$ cat src/rtl/dchan_pkg.sv
package dchan_pkg;

    // Operation encoding shared by the sequencer and the arithmetic unit
    typedef enum logic [1:0] {
        OP_WR  = 2'd0,   // device word into memory
        OP_RD  = 2'd1,   // memory word out to device
        OP_INC = 2'd2,   // memory word plus one, in place
        OP_ADD = 2'd3    // memory word plus device word, in place
    } op_e;

    typedef enum logic [2:0] {
        S_IDLE  = 3'd0,
        S_ADDR  = 3'd1,
        S_DATA  = 3'd2,
        S_MRD   = 3'd3,
        S_MWAIT = 3'd4,
        S_MWR   = 3'd5,
        S_ACK   = 3'd6
    } st_e;

endpackage

$ cat src/rtl/dchan_arbiter.sv
module dchan_arbiter #(
    parameter int NCODES = 64,
    localparam int CW = $clog2(NCODES)
) (
    input  logic [NCODES-1:0] req,
    output logic              gnt_valid,
    output logic [CW-1:0]     gnt_code
);

    logic [NCODES-1:0] eligible;

    // The lowest and the all-ones code are masked off permanently
    for (genvar g = 0; g < NCODES; g++) begin : g_mask
        if (g == 0 || g == NCODES - 1) begin : g_rsv
            assign eligible[g] = 1'b0;
        end else begin : g_use
            assign eligible[g] = req[g];
        end
    end

    // Scan from the top so the last hit, the lowest code, wins
    always_comb begin
        gnt_code  = '0;
        gnt_valid = 1'b0;
        for (int i = NCODES - 1; i >= 0; i--) begin
            if (eligible[i]) begin
                gnt_code  = CW'(i);
                gnt_valid = 1'b1;
            end
        end
    end

endmodule

$ cat src/rtl/dchan_alu.sv
module dchan_alu
    import dchan_pkg::*;
#(
    parameter int DW = 16
) (
    input  op_e           op,
    input  logic [DW-1:0] mem_word,
    input  logic [DW-1:0] dev_word,
    output logic [DW-1:0] result,
    output logic          carry
);

    logic [DW-1:0] addend;
    logic [DW:0]   sum;

    always_comb begin
        addend = (op == OP_INC) ? DW'(1) : dev_word;
        sum    = {1'b0, mem_word} + {1'b0, addend};
        result = sum[DW-1:0];
        carry  = sum[DW];
    end

endmodule

$ cat src/rtl/dchan_seq.sv
module dchan_seq
    import dchan_pkg::*;
#(
    parameter int DW = 16,
    parameter int CW = 6
) (
    input  logic          clk,
    input  logic          rst_n,
    input  logic          gnt_valid,
    input  logic [CW-1:0] gnt_code,
    input  logic [1:0]    op_in,
    input  logic [DW-1:0] bus_in,
    input  logic [DW-1:0] mem_rdata,
    input  logic [DW-1:0] alu_result,
    input  logic          alu_carry,
    output op_e           alu_op,
    output logic [DW-1:0] alu_dev,
    output logic [DW-1:0] bus_out,
    output logic          sel_valid,
    output logic [CW-1:0] sel_code,
    output logic          ack,
    output logic          ovf,
    output logic          hold,
    output logic          mem_en,
    output logic          mem_we,
    output logic [DW-1:0] mem_addr,
    output logic [DW-1:0] mem_wdata
);

    typedef struct packed {
        st_e           st;
        logic [CW-1:0] code;
        op_e           op;
        logic [DW-1:0] addr;
        logic [DW-1:0] dev;
        logic [DW-1:0] mdata;
        logic          ovf;
    } ctx_t;

    ctx_t ctx_q, ctx_d;

    always_comb begin
        ctx_d = ctx_q;
        unique case (ctx_q.st)
            S_IDLE: begin
                if (gnt_valid) begin
                    ctx_d.st   = S_ADDR;
                    ctx_d.code = gnt_code;
                    ctx_d.ovf  = 1'b0;
                end
            end
            S_ADDR: begin
                ctx_d.addr = bus_in;
                ctx_d.op   = op_e'(op_in);
                ctx_d.st   = S_DATA;
            end
            S_DATA: begin
                ctx_d.dev = bus_in;
                ctx_d.st  = (ctx_q.op == OP_WR) ? S_MWR : S_MRD;
            end
            S_MRD: begin
                ctx_d.st = S_MWAIT;
            end
            S_MWAIT: begin
                if (ctx_q.op == OP_RD) begin
                    ctx_d.mdata = mem_rdata;
                    ctx_d.st    = S_ACK;
                end else begin
                    ctx_d.mdata = alu_result;
                    ctx_d.ovf   = alu_carry;
                    ctx_d.st    = S_MWR;
                end
            end
            S_MWR: begin
                ctx_d.st = S_ACK;
            end
            S_ACK: begin
                ctx_d.st = S_IDLE;
            end
            default: begin
                ctx_d.st = S_IDLE;
            end
        endcase
    end

    always_ff @(posedge clk or negedge rst_n) begin
        if (!rst_n) begin
            ctx_q <= '{st: S_IDLE, code: '0, op: OP_WR, addr: '0,
                       dev: '0, mdata: '0, ovf: 1'b0};
        end else begin
            ctx_q <= ctx_d;
        end
    end

    // Outputs decoded from registered state only
    always_comb begin
        alu_op    = ctx_q.op;
        alu_dev   = ctx_q.dev;
        hold      = (ctx_q.st != S_IDLE);
        sel_valid = (ctx_q.st == S_ADDR);
        sel_code  = sel_valid ? ctx_q.code : '0;
        ack       = (ctx_q.st == S_ACK);
        ovf       = ack && ctx_q.ovf;
        bus_out   = (ack && ctx_q.op == OP_RD) ? ctx_q.mdata : '0;
        mem_en    = (ctx_q.st == S_MRD) || (ctx_q.st == S_MWR);
        mem_we    = (ctx_q.st == S_MWR);
        mem_addr  = mem_en ? ctx_q.addr : '0;
        mem_wdata = mem_we ? ((ctx_q.op == OP_WR) ? ctx_q.dev : ctx_q.mdata) : '0;
    end

endmodule

$ cat src/rtl/dchan_ctrl.sv
module dchan_ctrl
    import dchan_pkg::*;
#(
    parameter int DW     = 16,
    parameter int NCODES = 64,
    localparam int CW    = $clog2(NCODES)
) (
    input  logic              clk,
    input  logic              rst_n,
    input  logic [NCODES-1:0] dev_req,
    input  logic [1:0]        op_in,
    input  logic [DW-1:0]     bus_in,
    output logic [DW-1:0]     bus_out,
    output logic              sel_valid,
    output logic [CW-1:0]     sel_code,
    output logic              ack,
    output logic              ovf,
    output logic              hold,
    output logic              mem_en,
    output logic              mem_we,
    output logic [DW-1:0]     mem_addr,
    output logic [DW-1:0]     mem_wdata,
    input  logic [DW-1:0]     mem_rdata
);

    logic          gnt_valid;
    logic [CW-1:0] gnt_code;
    op_e           alu_op;
    logic [DW-1:0] alu_dev;
    logic [DW-1:0] alu_result;
    logic          alu_carry;

    dchan_arbiter #(.NCODES(NCODES)) u_arb (
        .req       (dev_req),
        .gnt_valid (gnt_valid),
        .gnt_code  (gnt_code)
    );

    dchan_alu #(.DW(DW)) u_alu (
        .op       (alu_op),
        .mem_word (mem_rdata),
        .dev_word (alu_dev),
        .result   (alu_result),
        .carry    (alu_carry)
    );

    dchan_seq #(.DW(DW), .CW(CW)) u_seq (
        .clk        (clk),
        .rst_n      (rst_n),
        .gnt_valid  (gnt_valid),
        .gnt_code   (gnt_code),
        .op_in      (op_in),
        .bus_in     (bus_in),
        .mem_rdata  (mem_rdata),
        .alu_result (alu_result),
        .alu_carry  (alu_carry),
        .alu_op     (alu_op),
        .alu_dev    (alu_dev),
        .bus_out    (bus_out),
        .sel_valid  (sel_valid),
        .sel_code   (sel_code),
        .ack        (ack),
        .ovf        (ovf),
        .hold       (hold),
        .mem_en     (mem_en),
        .mem_we     (mem_we),
        .mem_addr   (mem_addr),
        .mem_wdata  (mem_wdata)
    );

endmodule

$ cat config.mk
export PLATFORM = sky130hd
export DESIGN_NAME = dchan_ctrl
export DESIGN_NICKNAME = d
export VERILOG_FILES = /design/src/rtl/dchan_pkg.sv /design/src/rtl/dchan_arbiter.sv /design/src/rtl/dchan_alu.sv /design/src/rtl/dchan_seq.sv /design/src/rtl/dchan_ctrl.sv
export SDC_FILE = /design/constraint.sdc
export NUM_CORES = 1
export LEC_CHECK = 0
export BUFFER_PORTS_ARGS = -buffer_cell sky130_fd_sc_hd__buf_2
export CORE_ASPECT_RATIO = 0.75
export CORE_MARGIN = 2
export CORE_UTILIZATION = 45
export CTS_BUF_LIST = sky130_fd_sc_hd__clkbuf_4 sky130_fd_sc_hd__clkbuf_8
export DETAILED_ROUTE_END_ITERATION = 8
export GPL_TIMING_DRIVEN = 1
export PLACE_DENSITY = 0.73
export SYNTH_ARGS = -nofsm -noshare
export SYNTH_HDL_FRONTEND = slang
export SYNTH_SLANG_ARGS = --single-unit
$ cat constraint.sdc
create_clock -name clk -period 3.32 [get_ports clk]
set_input_delay 0.498 -clock clk [delete_from_list [all_inputs] [get_ports clk]]
set_output_delay 0.498 -clock clk [all_outputs]
set_load 0.03 [all_outputs]
==> flow_summary.json <==
{
  "cp-start-kind": "register",
  "worstSetupEndpointType": "register",
  "start_util_pct": 46.7,
  "antennaDiodeCount": 0,
  "finalHoldViolations": 0,
  "yosysTopAreaCellShare_pct": 33.0,
  "die_x_um": 120,
  "drt-wirelength-per-cell_um": 16.0,
  "synth_nets": 669,
  "drt_iter0_drc": 264,
  "die_h_um": 91.1,
  "cts_hold_buf": 0,
  "internal-power_mw": 2.93,
  "rsz0062_at_grt": "no",
  "finalCritPeriodShare_pct": 91.9,
  "core_mm2": 0.00974,
  "syn_area_per_cell_um2": 8.24,
  "synth_area_mm2": 0.00455,
  "yosysWarnings": 0,
  "setup_tns_ps": 0,
  "port_buffers": 157,
  "grt_pass1_vias": 4330,
  "p_per_area_mw_per_mm2": 948,
  "drive_above_1_share_pct": 33.3,
  "slew_headroom_pct": 45.8,
  "grt_max_degree": 33,
  "wl_um": 13500,
  "power_leakage_nw": 2.77,
  "finalCriticalPeriod_ps": 3050,
  "hold_path.class": "input port to asynchronous set/reset pin",
  "pwr-share-comb_pct": 60.2,
  "r2r_cells": 13,
  "slew_viol_final": 0,
  "drc": 0,
  "rows": 31,
  "synth_edf_count": 0,
  "htreeDepth": 3,
  "dr.pass1.iters": 7,
  "dieArea_mm2": 0.0109,
  "io_pins": 160,
  "ir_drop_mv": 0.465,
  "fmax_ghz": 0.328,
  "worstPathArrival_ps": 3320,
  "pwr-share-seq_pct": 25.7,
  "grt_pass1_wl_um": 20900,
  "worst-endpoint-required_ps": 3590,
  "place_congestion": 0.950,
  "post_cts_buffers": 0,
  "hold_ws_ps": 184,
  "swShare_pct": 46.0,
  "cts_made_buffers": 9,
  "cts_root_buffer": "clkbuf_8",
  "fill_cells": 905,
  "power_switching_mw": 2.50,
  "cp_max_fo": 9,
  "async_flop_share_pct": 100,
  "netlist_instances": 552,
  "final_antenna_net_count": 0,
  "ys.flop_type": "dfrtp_1",
  "clockPowerShare_pct": 14.1,
  "skew_ps": 6.88,
  "post_cts_resized": 0,
  "clkSinkCount": 60,
  "viasPerCell": 5.63,
  "hpwl_um": 10300,
  "track_usage_pct": 24.1,
  "vias": 4748,
  "tritoncts": "done",
  "clkLatencyLatePin_ps": 360,
  "antenna_found_initial": 0,
  "worst_slew_pin_slew_ps": 811,
  "layout_commonest_cell": "buf_2",
  "clk_path_buf_depth": 2,
  "gr-total-overflow": 0,
  "final_cell_mix": "157 x buf_2, 63 x a21oi_1, 60 x dfrtp_1, 58 x nand2_1, 58 x nor2_1",
  "syn_to_final_growth_pct": 25.8,
  "synth.top_cells.by_area": "dfrtp_1 33%, mux2_2 8.4%, a21oi_1 6.9%",
  "worstSetupPathType": "register to register",
  "cts.clk_slew.worst_paths_ps": 70,
  "synth_top_area_cell": "dfrtp_1",
  "ys_ff_latch": 60,
  "nNetsFinal": 824,
  "status": "completed",
  "synth_cell_types": 62,
  "setup_viol": 0,
  "ys_seq_area_share_pct": 33.0,
  "cap_violations": 0
}
-- worst max-delay path: stages, from the launching register on --
cell	delay (ps)
dfrtp_1	410
nand2b_1	310
nand2b_1	160
ha_1	240
inv_1	80
fa_1	410
nor2b_1	210
o31a_1	240
o211ai_1	150
nand3_1	130
a41oi_2	170
xnor2_1	180
nand2_1	70
a31oi_1	200
-- cells in the mapped netlist, types with 4 or more instances --
library cell	number
a21oi_1	63
dfrtp_1	60
nand2_1	58
nor2_1	58
and2_1	38
mux2_2	34
and3_1	22
clkbuf_1	19
nor3_1	19
inv_1	18
ha_1	16
nor4_1	16
o21ai_0	13
nand2b_1	9
nand3_1	8
a31oi_1	6
nand3b_1	6
xnor2_1	6
nor2b_1	5
o21a_1	5
o21ai_1	5
o31ai_1	5
o221ai_1	4
-- metal layers --
layer	up-vias	routed length, um	track usage [%]
met5	-	0	0
met4	0	292	8.53
met3	32	958	5.90
met2	186	6000	37.0
met1	2231	6270	33.1
li1	2299	-	-
-- stage by stage --
step / total power [mW] / std cells / setup slack, ps / instance area [um2] / util (%)
2_1_floorplan: 3.78 / 552 / 725 / 4550 / -
3_3_place_gp: 4.52 / 828 / 455 / 5500 / 56.5
3_5_place_dp: 4.61 / 828 / 344 / 5500 / 56.5
4_1_cts: 5.42 / 843 / 301 / 5720 / 58.8
5_1_grt: 5.83 / 843 / 87.5 / 5720 / 58.8
6_report: 5.43 / 843 / 270 / 5720 / 58.8
-- final timing paths --
kind	slack, ps	end	from
max reg2reg	270	u_seq.ctx_q[15]$_DFFE_PN0P_	u_seq.alu_op[0]$_DFFE_PN0P_
min reg2reg	500	u_seq.ctx_q[34]$_DFFE_PN0P_	u_seq.ctx_q[34]$_DFFE_PN0P_
min	180	u_seq.ctx_q[7]$_DFFE_PN0P_	rst_n
min in group clk	380	u_seq.alu_dev[14]$_DFFE_PN0N_	bus_in[14]
max in group asynchronous	2240	u_seq.ctx_q[43]$_DFFE_PN0P_	rst_n
max	270	u_seq.ctx_q[15]$_DFFE_PN0P_	u_seq.alu_op[0]$_DFFE_PN0P_
-- kinds of logic (layout without fill, tap and decap cells) --
kind of cell	after synthesis	count (layout)	share of synthesized area, %
buffers and inverters	42	201	3.55
multiplexers	34	34	8.41
AO/OA/AOI/OAI	134	134	19.4
adder cells (fa/ha/maj)	17	17	4.84
XOR/XNOR	8	8	1.54
AND/OR/NAND/NOR	257	257	29.3
flip-flops	60	60	33.0
-- power by group through the flow --
stage / sequential [mW] / combinational, mW / clock (mW)
CTS: 1.39 / 3.25 / 0.780
finish: 1.39 / 3.27 / 0.767
floorplan: 1.25 / 2.53 / 0
global route: 1.44 / 3.58 / 0.805
detailed placement: 1.40 / 3.21 / 0
global placement: 1.38 / 3.14 / 0
-- cell type report --
type	instances	area, um2	area share (%)
flip-flops and latches	60	1500	26.2
well taps	132	165	2.89
clock buffers	11	151	2.65
inverters	18	67.6	1.18
repair buffers	168	868	15.2
clock inverters	4	72.6	1.27
multi-input cells	450	2900	50.6
-- registers in the layout, indices dropped and copies added (netlist names) --
name and cells:
u_seq.alu_op 2, u_seq.alu_dev 16, u_seq.ctx_q 42
Power figures use the tool's default switching activity.
